## src/rtl/ddr_mon_pkg.sv

```systemverilog
`timescale 1ns/1ps
package ddr_mon_pkg;

  localparam int NBANK  = 4;
  localparam int BANK_W = 2;
  localparam int NVIOL  = 8;
  localparam int AP_W   = 8;

  // flag indices; lower index wins when several rise together
  localparam int V_STATE  = 0;
  localparam int V_RCD    = 1;
  localparam int V_RP     = 2;
  localparam int V_RRD    = 3;
  localparam int V_RAS    = 4;
  localparam int V_RC     = 5;
  localparam int V_MRD    = 6;
  localparam int V_APBUSY = 7;

  typedef enum logic [3:0] {
    CMD_NOP  = 4'd0,
    CMD_MRS  = 4'd1,
    CMD_EMRS = 4'd2,
    CMD_ACT  = 4'd3,
    CMD_RD   = 4'd4,
    CMD_RDA  = 4'd5,
    CMD_WR   = 4'd6,
    CMD_WRA  = 4'd7,
    CMD_PRE  = 4'd8,
    CMD_PREA = 4'd9,
    CMD_REF  = 4'd10,
    CMD_SREF = 4'd11,
    CMD_BST  = 4'd12,
    CMD_PDN  = 4'd13
  } cmd_e;

  // control -> per-bank datapath strobes
  typedef struct packed {
    logic [NBANK-1:0] act;
    logic [NBANK-1:0] pre;
    logic [NBANK-1:0] apStart;
    logic [AP_W-1:0]  apLen;
  } bank_strobe_t;

endpackage

```

## src/rtl/ddr_mon_bank.sv

```systemverilog
`timescale 1ns/1ps
module ddr_mon_bank
  import ddr_mon_pkg::*;
#(
  parameter int ROW_W = 13,
  parameter int CNT_W = 8
) (
  input  logic             clk,
  input  logic             rstN,
  input  logic             doAct,
  input  logic             doPre,
  input  logic             doAp,
  input  logic [AP_W-1:0]  apLen,
  input  logic [ROW_W-1:0] rowIn,
  output logic             isOpen,
  output logic [ROW_W-1:0] rowQ,
  output logic [CNT_W-1:0] sinceAct,
  output logic [CNT_W-1:0] sincePre,
  output logic             apBusy
);

  localparam logic [CNT_W-1:0] CNT_SAT = '1;

  logic [AP_W-1:0] apCnt;
  logic            apDone;

  assign apDone = (apCnt == AP_W'(1));
  assign apBusy = (apCnt != '0);

  always_ff @(posedge clk) begin
    if (!rstN) begin
      isOpen   <= 1'b0;
      rowQ     <= '0;
      sinceAct <= CNT_SAT;
      sincePre <= CNT_SAT;
      apCnt    <= '0;
    end else begin
      if (doAct)                  sinceAct <= CNT_W'(1);
      else if (sinceAct != CNT_SAT) sinceAct <= sinceAct + 1'b1;

      if (doPre || apDone)        sincePre <= CNT_W'(1);
      else if (sincePre != CNT_SAT) sincePre <= sincePre + 1'b1;

      if (doAct) begin
        isOpen <= 1'b1;
        rowQ   <= rowIn;
        apCnt  <= '0;
      end else if (doPre || apDone) begin
        isOpen <= 1'b0;
        apCnt  <= '0;
      end else if (doAp) begin
        apCnt  <= apLen;
      end else if (apBusy) begin
        apCnt  <= apCnt - 1'b1;
      end
    end
  end

  assert_row_hold_R3: assert property (@(posedge clk) disable iff (!rstN)
    !doAct |=> $stable(rowQ));

  assert_ap_close_R12: assert property (@(posedge clk) disable iff (!rstN)
    (apDone && !doAct) |=> !isOpen);

  assert_act_opens_R3: assert property (@(posedge clk) disable iff (!rstN)
    doAct |=> (isOpen && !apBusy));

endmodule

```

## src/rtl/ddr_mon_ctrl.sv

```systemverilog
`timescale 1ns/1ps
module ddr_mon_ctrl
  import ddr_mon_pkg::*;
#(
  parameter int CNT_W    = 8,
  parameter int RCD_C    = 3,
  parameter int RP_C     = 3,
  parameter int RRD_C    = 2,
  parameter int RC_C     = 9,
  parameter int RASMIN_C = 6,
  parameter int RASMAX_C = 100,
  parameter int MRD_C    = 2,
  parameter int WR_C     = 2
) (
  input  logic                        clk,
  input  logic                        rstN,
  input  logic                        cke,
  input  logic                        csN,
  input  logic                        rasN,
  input  logic                        casN,
  input  logic                        weN,
  input  logic [BANK_W-1:0]           ba,
  input  logic                        addrAp,
  input  logic [2:0]                  addrLow,
  input  logic [NBANK-1:0]            bankOpen,
  input  logic [NBANK-1:0]            bankApBusy,
  input  logic [NBANK-1:0][CNT_W-1:0] sinceAct,
  input  logic [NBANK-1:0][CNT_W-1:0] sincePre,
  output bank_strobe_t                strobe,
  output logic [3:0]                  cmdCode,
  output logic [NVIOL-1:0]            violSticky,
  output logic [3:0]                  violCode,
  output logic [BANK_W-1:0]           violBank
);

  localparam logic [CNT_W-1:0] CNT_SAT    = '1;
  localparam logic [CNT_W-1:0] RCD_V      = CNT_W'(RCD_C);
  localparam logic [CNT_W-1:0] RP_V       = CNT_W'(RP_C);
  localparam logic [CNT_W-1:0] RRD_V      = CNT_W'(RRD_C);
  localparam logic [CNT_W-1:0] RC_V       = CNT_W'(RC_C);
  localparam logic [CNT_W-1:0] RASMIN_V   = CNT_W'(RASMIN_C);
  localparam logic [CNT_W-1:0] RASMAX_V   = CNT_W'(RASMAX_C);
  localparam logic [CNT_W-1:0] MRD_V      = CNT_W'(MRD_C);
  localparam logic [AP_W-1:0]  WR_V       = AP_W'(WR_C);

  cmd_e                    cmdNow;
  cmd_e                    cmdQ;
  logic                    ckePrev;
  logic [AP_W-1:0]         blHalf;
  logic [CNT_W-1:0]        sinceAnyAct;
  logic [CNT_W-1:0]        sinceMrs;
  logic                    anyOpen;
  logic [BANK_W-1:0]       lowestOpen;
  logic [NVIOL-1:0]        newV;
  logic [NVIOL-1:0][BANK_W-1:0] vBank;
  logic                    blLoad;
  logic [3:0]              pickCode;
  logic [BANK_W-1:0]       pickBank;

  // ---------------- command decode ----------------
  always_comb begin
    cmdNow = CMD_NOP;
    if (ckePrev) begin
      if (!cke) begin
        if (!csN && !rasN && !casN && weN) cmdNow = CMD_SREF;
        else                               cmdNow = CMD_PDN;
      end else if (!csN) begin
        unique case ({rasN, casN, weN})
          3'b000: begin
            if (ba == 2'b00)      cmdNow = CMD_MRS;
            else if (ba == 2'b01) cmdNow = CMD_EMRS;
            else                  cmdNow = CMD_NOP;
          end
          3'b001: cmdNow = CMD_REF;
          3'b010: cmdNow = addrAp ? CMD_PREA : CMD_PRE;
          3'b011: cmdNow = CMD_ACT;
          3'b100: cmdNow = addrAp ? CMD_WRA : CMD_WR;
          3'b101: cmdNow = addrAp ? CMD_RDA : CMD_RD;
          3'b110: cmdNow = CMD_BST;
          default: cmdNow = CMD_NOP;
        endcase
      end
    end
  end

  // ---------------- legality and timing ----------------
  always_comb begin
    anyOpen    = |bankOpen;
    lowestOpen = '0;
    for (int b = NBANK - 1; b >= 0; b--) begin
      if (bankOpen[b]) lowestOpen = BANK_W'(b);
    end
  end

  always_comb begin
    strobe = '0;
    newV   = '0;
    blLoad = 1'b0;
    for (int i = 0; i < NVIOL; i++) vBank[i] = ba;

    // maximum open time reached; a command-driven row-time flag overrides the bank below
    for (int b = NBANK - 1; b >= 0; b--) begin
      if (bankOpen[b] && (sinceAct[b] == RASMAX_V)) begin
        newV[V_RAS]  = 1'b1;
        vBank[V_RAS] = BANK_W'(b);
      end
    end

    unique case (cmdNow)
      CMD_MRS, CMD_EMRS, CMD_REF, CMD_SREF: begin
        if (anyOpen) begin
          newV[V_STATE]  = 1'b1;
          vBank[V_STATE] = lowestOpen;
        end else if (cmdNow == CMD_MRS) begin
          blLoad = 1'b1;
        end
      end
      CMD_ACT: begin
        if (bankOpen[ba]) begin
          newV[V_STATE] = 1'b1;
        end else begin
          strobe.act[ba] = 1'b1;
          if (sincePre[ba] < RP_V)  newV[V_RP]  = 1'b1;
          if (sinceAct[ba] < RC_V)  newV[V_RC]  = 1'b1;
          if (sinceAnyAct < RRD_V)  newV[V_RRD] = 1'b1;
        end
      end
      CMD_RD, CMD_RDA, CMD_WR, CMD_WRA: begin
        if (!bankOpen[ba]) begin
          newV[V_STATE] = 1'b1;
        end else if (bankApBusy[ba]) begin
          newV[V_APBUSY] = 1'b1;
        end else begin
          if (sinceAct[ba] < RCD_V) newV[V_RCD] = 1'b1;
          if (cmdNow == CMD_RDA) begin
            strobe.apStart[ba] = 1'b1;
            strobe.apLen       = blHalf;
          end else if (cmdNow == CMD_WRA) begin
            strobe.apStart[ba] = 1'b1;
            strobe.apLen       = blHalf + WR_V;
          end
        end
      end
      CMD_PRE: begin
        if (bankOpen[ba]) begin
          strobe.pre[ba] = 1'b1;
          if (sinceAct[ba] < RASMIN_V) begin
            newV[V_RAS]  = 1'b1;
            vBank[V_RAS] = ba;
          end
        end
      end
      CMD_PREA: begin
        for (int b = NBANK - 1; b >= 0; b--) begin
          if (bankOpen[b]) begin
            strobe.pre[b] = 1'b1;
            if (sinceAct[b] < RASMIN_V) begin
              newV[V_RAS]  = 1'b1;
              vBank[V_RAS] = BANK_W'(b);
            end
          end
        end
      end
      default: ;
    endcase

    if ((cmdNow != CMD_NOP) && (cmdNow != CMD_PDN) && (sinceMrs < MRD_V))
      newV[V_MRD] = 1'b1;
  end

  always_comb begin
    pickCode = 4'd0;
    pickBank = '0;
    for (int i = NVIOL - 1; i >= 0; i--) begin
      if (newV[i]) begin
        pickCode = 4'(i + 1);
        pickBank = vBank[i];
      end
    end
  end

  // ---------------- state ----------------
  always_ff @(posedge clk) begin
    if (!rstN) begin
      ckePrev     <= 1'b1;
      cmdQ        <= CMD_NOP;
      blHalf      <= AP_W'(1);
      sinceAnyAct <= CNT_SAT;
      sinceMrs    <= CNT_SAT;
      violSticky  <= '0;
      violCode    <= '0;
      violBank    <= '0;
    end else begin
      ckePrev <= cke;
      cmdQ    <= cmdNow;

      if (blLoad) begin
        unique case (addrLow)
          3'b001:  blHalf <= AP_W'(1);
          3'b010:  blHalf <= AP_W'(2);
          3'b011:  blHalf <= AP_W'(4);
          default: blHalf <= blHalf;
        endcase
      end

      if (|strobe.act)               sinceAnyAct <= CNT_W'(1);
      else if (sinceAnyAct != CNT_SAT) sinceAnyAct <= sinceAnyAct + 1'b1;

      if ((cmdNow == CMD_MRS) || (cmdNow == CMD_EMRS)) sinceMrs <= CNT_W'(1);
      else if (sinceMrs != CNT_SAT)                    sinceMrs <= sinceMrs + 1'b1;

      violSticky <= violSticky | newV;
      if (|newV) begin
        violCode <= pickCode;
        violBank <= pickBank;
      end
    end
  end

  assign cmdCode = cmdQ;

  // ---------------- assertions ----------------
  assert_cs_mask_R1: assert property (@(posedge clk) disable iff (!rstN)
    (csN && cke && ckePrev) |=> (cmdCode == 4'd0));

  assert_sticky_R14: assert property (@(posedge clk) disable iff (!rstN)
    (violSticky != '0) |=> ((violSticky & $past(violSticky)) == $past(violSticky)));

  assert_code_flags_R14: assert property (@(posedge clk) disable iff (!rstN)
    (violCode != 4'd0) == (violSticky != '0));

  assert_one_act_R3: assert property (@(posedge clk) disable iff (!rstN)
    $onehot0(strobe.act));

  assert_mrd_gap_R11: assert property (@(posedge clk) disable iff (!rstN)
    ((MRD_C >= 2) && ((cmdNow == CMD_MRS) || (cmdNow == CMD_EMRS)))
    |=> ((cmdNow == CMD_NOP) || (cmdNow == CMD_PDN) || newV[V_MRD]));

  assert_no_ap_overlap_R12: assert property (@(posedge clk) disable iff (!rstN)
    ((strobe.apStart & bankApBusy) == '0));

endmodule

```

## src/rtl/ddr_cmd_monitor.sv

```systemverilog
`timescale 1ns/1ps
module ddr_cmd_monitor
  import ddr_mon_pkg::*;
#(
  parameter int ROW_W         = 13,
  parameter int CLK_PERIOD_PS = 7500,
  parameter int T_RCD_PS      = 20000,
  parameter int T_RP_PS       = 20000,
  parameter int T_RRD_PS      = 15000,
  parameter int T_RC_PS       = 65000,
  parameter int T_RAS_MIN_PS  = 45000,
  parameter int T_RAS_MAX_PS  = 120000000,
  parameter int T_MRD_CYC     = 2,
  parameter int T_WR_CYC      = 2
) (
  input  logic                   clk,
  input  logic                   rstN,
  input  logic                   cke,
  input  logic                   csN,
  input  logic                   rasN,
  input  logic                   casN,
  input  logic                   weN,
  input  logic [1:0]             ba,
  input  logic [ROW_W-1:0]       addr,
  output logic [3:0]             cmdCode,
  output logic [3:0]             bankOpen,
  output logic [4*ROW_W-1:0]     openRows,
  output logic [7:0]             violSticky,
  output logic [3:0]             violCode,
  output logic [1:0]             violBank
);

  localparam int RCD_C    = (T_RCD_PS     + CLK_PERIOD_PS - 1) / CLK_PERIOD_PS;
  localparam int RP_C     = (T_RP_PS      + CLK_PERIOD_PS - 1) / CLK_PERIOD_PS;
  localparam int RRD_C    = (T_RRD_PS     + CLK_PERIOD_PS - 1) / CLK_PERIOD_PS;
  localparam int RC_C     = (T_RC_PS      + CLK_PERIOD_PS - 1) / CLK_PERIOD_PS;
  localparam int RASMIN_C = (T_RAS_MIN_PS + CLK_PERIOD_PS - 1) / CLK_PERIOD_PS;
  localparam int RASMAX_C = (T_RAS_MAX_PS + CLK_PERIOD_PS - 1) / CLK_PERIOD_PS;
  localparam int TOP_A    = (RASMAX_C > RC_C) ? RASMAX_C : RC_C;
  localparam int CNT_TOP  = (TOP_A > T_MRD_CYC) ? TOP_A : T_MRD_CYC;
  localparam int CNT_W    = $clog2(CNT_TOP + 2);

  bank_strobe_t                strobe;
  logic [NBANK-1:0]            openVec;
  logic [NBANK-1:0]            apBusyVec;
  logic [NBANK-1:0][CNT_W-1:0] sinceActVec;
  logic [NBANK-1:0][CNT_W-1:0] sincePreVec;

  ddr_mon_ctrl #(
    .CNT_W(CNT_W), .RCD_C(RCD_C), .RP_C(RP_C), .RRD_C(RRD_C), .RC_C(RC_C),
    .RASMIN_C(RASMIN_C), .RASMAX_C(RASMAX_C), .MRD_C(T_MRD_CYC), .WR_C(T_WR_CYC)
  ) uCtrl (
    .clk(clk), .rstN(rstN), .cke(cke), .csN(csN), .rasN(rasN), .casN(casN),
    .weN(weN), .ba(ba), .addrAp(addr[10]), .addrLow(addr[2:0]),
    .bankOpen(openVec), .bankApBusy(apBusyVec),
    .sinceAct(sinceActVec), .sincePre(sincePreVec),
    .strobe(strobe), .cmdCode(cmdCode), .violSticky(violSticky),
    .violCode(violCode), .violBank(violBank)
  );

  for (genvar b = 0; b < NBANK; b++) begin : gBank
    ddr_mon_bank #(.ROW_W(ROW_W), .CNT_W(CNT_W)) uBank (
      .clk(clk), .rstN(rstN),
      .doAct(strobe.act[b]), .doPre(strobe.pre[b]), .doAp(strobe.apStart[b]),
      .apLen(strobe.apLen), .rowIn(addr),
      .isOpen(openVec[b]), .rowQ(openRows[b*ROW_W +: ROW_W]),
      .sinceAct(sinceActVec[b]), .sincePre(sincePreVec[b]),
      .apBusy(apBusyVec[b])
    );
  end

  assign bankOpen = openVec;

  assert_prea_closes_R4: assert property (@(posedge clk) disable iff (!rstN)
    (cke && !csN && !rasN && casN && !weN && addr[10]) |=> (bankOpen == 4'b0000));

endmodule

```

## config.mk

```make
export PLATFORM = sky130hd
export DESIGN_NAME = ddr_cmd_monitor
export DESIGN_NICKNAME = d
export VERILOG_FILES = /design/src/rtl/ddr_mon_pkg.sv /design/src/rtl/ddr_mon_bank.sv /design/src/rtl/ddr_mon_ctrl.sv /design/src/rtl/ddr_cmd_monitor.sv
export SDC_FILE = /design/constraint.sdc
export NUM_CORES = 1
export LEC_CHECK = 0
export ABC_AREA = 1
export ABC_CLOCK_PERIOD_IN_PS = 3900
export CAP_MARGIN = 20
export CORE_MARGIN = 5
export CORE_UTILIZATION = 35
export DETAILED_ROUTE_END_ITERATION = 8
export PLACE_DENSITY = 0.58
export SYNTH_ARGS = -nofsm -noshare
export SYNTH_HDL_FRONTEND = slang
export SYNTH_HIERARCHICAL = 1
export SYNTH_SLANG_ARGS = --single-unit
export TNS_END_PERCENT = 5
```

## constraint.sdc

```tcl
create_clock -name clk -period 3.9 [get_ports clk]
set_input_delay 0.78 -clock clk [delete_from_list [all_inputs] [get_ports clk]]
set_output_delay 0.78 -clock clk [all_outputs]
set_load 0.02 [all_outputs]
```

==> out/metrics.sh <==
FINALSETUPVIOLCOUNT=0
SYNTHESIS.AREA_PER_INSTANCE_UM2=6.349
WORST_SETUP_HOLD_PATH_CLK_SLEW_NS=0.06
CLOCK_TREE.ROOT_CELL='sky130_fd_sc_hd__clkbuf_16'
SLOWEST_DELAY_NS=0.52
DIEAREA_MM2=0.04828
CRITICAL_PATH.MOST_COMMON_CELL='sky130_fd_sc_hd__nor2_1'
DRV_CAP=0
AREA_OF_THE_MAPPED_NETLIST_MM2=0.01540
INITIAL_CORE_UTIL=0.3558
GRT_MAX_DEGREE=62
YOSYS_WARNINGS=6
SYNTH_EDF_COUNT=0
CTS.HOLD.BUFFERS_ADDED=0
WORST_PIN_SLEW_NS=0.7935
WORST_HOLD_PATH.NUM_CELLS=2
SEQ_AREA_FRAC_SYNTH=0.3251
NUMCTSBUFFERS=30
DIE_WIDTH_UM=219.7
POSTROUTEWIRELENGTH_MM=47.33
NFILLCELLS=4609
CP_DATA_REQUIRED_TIME_NS=4.40
INSERTION_DELAY_NS=0.57
CLKSINKCOUNT=250
TRITONCTS='done'
SLOWEST_LIBRARY_CELL_ON_THE_WORST_PATH='sky130_fd_sc_hd__clkdlybuf4s50_1'
PIN_COUNT=96
NETLIST_INSTANCES=2425
WORST_CLOCK_SKEW_NS=0.01018
MAX-CLOCK-PATH-BUFFERS=3
POWER_PER_CELL_AREA_mW_PER_MM2=763.4
SETUP.WORST_PATH.END_CLASS='flop'
MAX_FREQ_GHz=0.3190
TIMING.SETUP.CRITICAL_PATH_CLASS='input pin to flop'
SLEW_HEADROOM=0.4662
FINAL_LAYOUT_SIZE_SUFFIX_GT1_FRAC=0.1169
HTREEDEPTH=1
WL_PER_CELL_UM=15.09
POST-DP-HPWL_MM=36.11
GRT_OVERFLOW=0
R2R.WORST_PATH.CELLS=16
FIRST_PASS_ITERS=5
SETUP_TNS_NS=0
DRT_ITER0_MARKERS=1091
FINAL_SLEW_VIOL_COUNT=0
CTS-RESIZED-GATES=0
CRITPATHARRIVALTIME_NS=3.64
GRT_UTIL_ALL_LAYERS=0.1910
FINALWEIGHTEDCONGESTION=0.9137
MIN_PATH_TYPE='flop to flop'
PATH_CELLS='clkdlybuf4s50_1 > buf_4 > inv_2 > nor2_1 > nand2_1 > nand4_1 > inv_1 > nand3_1 > nor3_1 > inv_2 > nand2_4 > clkinv_4 > nor2_1 > nand2_1 > nor2_1'
POSTCTSSETUPREPAIRBUFS=0
TOTAL_LEAKAGE_POWER_nW=9.170
DIE_HEIGHT_UM=219.7
YS_ASYNC_SR_FRACTION=0
RUN_STATUS='completed'
SYNTH_TOP_FLOP_CELL='sky130_fd_sc_hd__dfxtp_1'
ROUTE.DETAILED.DRC=0
PERIOD_NEEDED_NS=3.135
TOTALPOWERFINAL_mW=13.79
SYNTH.FF_LATCH_COUNT=250
TIMING_HOLD_VIOLATIONS_FINAL=0
GRT_PASS1_WL_MM=75.56
PORT_BUFFERS=95
ANTENNA_LEFT=0
SYNTH.DISTINCT_CELLS=49
AREA_GROWTH_PCT=17.37
STD_CELL_ROWS=76
ROUTE.VIAS.TOTAL=15495
FIN_CRIT_SH=0.8038
CORE_AREA_MM2=0.04327
NUM-NETS-FINAL=2568
CP-START-KIND='input pin'
RSZ0062_AT_GRT='false'
WORST_IR_DROP_VDD_uV=387.0
GRT_PASS1_VIAS=14455
CP_MAX_FO=12
ROUTED_VIA_DENSITY=4.941
INITIAL_ANTENNA_VIOLATION_COUNT=1
==> per-layer routing <==
layer,GRT usage,up-vias,part of all wire
met4,0.06283,2,0.032
li1,-,7917,-
met5,0,-,0.00015
met1,0.2530,7138,0.45
met2,0.3196,352,0.47
met3,0.02871,86,0.049
==> worst max-delay path: cells and delay by family <==
family / cells / cell delay, ns
buffers and inverters: 6 / 1.37
AND/OR/NAND/NOR: 9 / 1.48
==> sequential cells by signal, summed over array words and instances (netlist names) <==
signal                flops
gBank.uBank/apCnt        32
uCtrl/sinceAnyAct        14
uCtrl/sinceMrs           14
uCtrl/cmdCode             4
gBank.uBank/sinceAct     56
uCtrl/violCode            4
uCtrl/violSticky          8
uCtrl/violBank            2
uCtrl/ckePrev             1
gBank.uBank/sincePre     56
gBank.uBank/isOpen        4
uCtrl/blHalf              3
gBank.uBank/rowQ         52
==> path summary, 6_finish.rpt <==
path | slack, ns | from | to
worst min-delay path | 0.44 | gBank[0].uBank/rowQ[0] | gBank[0].uBank/rowQ[0]
worst max register to register | 1.05 | gBank[2].uBank/apCnt[0] | gBank[3].uBank/apCnt[7]
worst min register to register | 0.44 | gBank[0].uBank/rowQ[0] | gBank[0].uBank/rowQ[0]
worst max-delay path | 0.77 | ba[0] | gBank[3].uBank/apCnt[7]
==> report_power, final <==
| part | switching (mW) | total (mW) | leakage, nW | internal (mW) |
|---|---|---|---|---|
| clock | 1.13 | 3.00 | 0.521 | 1.87 |
| sequential | 0.898 | 4.16 | 2.06 | 3.26 |
| combinational | 4.24 | 6.63 | 6.59 | 2.39 |
| total | 6.27 | 13.8 | 9.17 | 7.52 |
==> per-stage QoR <==
stage | worst slack, ns | instances | hold WS (ns) | utilization | area (µm²)
floorplan | 1.325 | 2428 | 0.4265 | - | 15410
global placement | 0.2749 | 3080 | 0.4282 | 0.3931 | 17010
detailed placement | 0.2319 | 3080 | 0.4317 | 0.3931 | 17010
CTS | 0.8201 | 3135 | 0.4470 | 0.4176 | 18070
global route | 0.5738 | 3135 | 0.4592 | 0.4176 | 18070
finish | 0.7653 | 3136 | 0.4419 | 0.4176 | 18070
==> synthesized netlist by cell type (3+ instances only) <==
library cell | count | area [µm²]
sky130_fd_sc_hd__a21o_1 | 5 | 37.54
sky130_fd_sc_hd__a21oi_1 | 49 | 245.2
sky130_fd_sc_hd__buf_2 | 18 | 90.09
sky130_fd_sc_hd__buf_4 | 7 | 52.55
sky130_fd_sc_hd__buf_6 | 7 | 78.83
sky130_fd_sc_hd__clkbuf_1 | 21 | 78.83
sky130_fd_sc_hd__clkbuf_2 | 4 | 20.02
sky130_fd_sc_hd__clkinv_2 | 4 | 20.02
sky130_fd_sc_hd__clkinv_4 | 4 | 35.03
sky130_fd_sc_hd__dfxtp_1 | 250 | 5005
sky130_fd_sc_hd__ha_1 | 19 | 237.7
sky130_fd_sc_hd__inv_1 | 268 | 1006
sky130_fd_sc_hd__inv_2 | 25 | 93.84
sky130_fd_sc_hd__mux2i_1 | 4 | 40.04
sky130_fd_sc_hd__nand2_1 | 678 | 2545
sky130_fd_sc_hd__nand2_2 | 58 | 362.9
sky130_fd_sc_hd__nand2_4 | 14 | 157.7
sky130_fd_sc_hd__nand3_1 | 349 | 1747
sky130_fd_sc_hd__nand3_2 | 4 | 40.04
sky130_fd_sc_hd__nand4_1 | 43 | 269.0
sky130_fd_sc_hd__nand4_2 | 4 | 50.05
sky130_fd_sc_hd__nor2_1 | 317 | 1190
sky130_fd_sc_hd__nor2_2 | 19 | 118.9
sky130_fd_sc_hd__nor2_4 | 55 | 619.3
sky130_fd_sc_hd__nor3_1 | 28 | 140.1
sky130_fd_sc_hd__nor3_2 | 10 | 100.1
sky130_fd_sc_hd__nor4_1 | 8 | 50.05
sky130_fd_sc_hd__o211ai_1 | 6 | 45.04
sky130_fd_sc_hd__o21ai_0 | 69 | 345.3
sky130_fd_sc_hd__o21ai_1 | 8 | 40.04
sky130_fd_sc_hd__o21bai_1 | 13 | 97.59
sky130_fd_sc_hd__o22ai_1 | 3 | 18.77
sky130_fd_sc_hd__o31ai_1 | 4 | 30.03
sky130_fd_sc_hd__or2_2 | 16 | 100.1
sky130_fd_sc_hd__xor2_1 | 18 | 157.7
==> kinds of logic after synthesis <==
kind of cell    Yosys count  synth area share
compound gates          162           0.05819
flops                   250            0.3251
mux                       4          0.002601
simple gates           1611            0.4916
xor+xnor                 19           0.01081
buf+inv                 359           0.09606
fa+ha+maj                19           0.01544
other cells               1         0.0002436
==> area by class of cell <==
class                      instances  area, µm²  share of cell area
multi-input combinational       1819       8944              0.4949
sequential                       250       5005              0.2770
timing repair buffer             124       1170             0.06474
inverter                         302       1159             0.06412
clock buffer                      43      870.8             0.04819
tap                              585      732.0             0.04051
clock inverter                    12      187.7             0.01039
antenna                            1      2.502           0.0001385
==> cell usage in the layout (no fill, tap or decap), types with 18 or more instances in the layout <==
cell type,n
sky130_fd_sc_hd__nand2_1,678
sky130_fd_sc_hd__nand3_1,349
sky130_fd_sc_hd__nor2_1,317
sky130_fd_sc_hd__inv_1,268
sky130_fd_sc_hd__dfxtp_1,250
sky130_fd_sc_hd__clkdlybuf4s50_1,94
sky130_fd_sc_hd__o21ai_0,69
sky130_fd_sc_hd__nand2_2,58
sky130_fd_sc_hd__nor2_4,55
sky130_fd_sc_hd__a21oi_1,49
sky130_fd_sc_hd__nand4_1,43
sky130_fd_sc_hd__clkbuf_16,31
sky130_fd_sc_hd__buf_4,29
sky130_fd_sc_hd__inv_2,25
sky130_fd_sc_hd__nor3_1,24
sky130_fd_sc_hd__nor2_2,19
sky130_fd_sc_hd__ha_1,19
sky130_fd_sc_hd__xor2_1,18
Power figures use the tool's default switching activity.
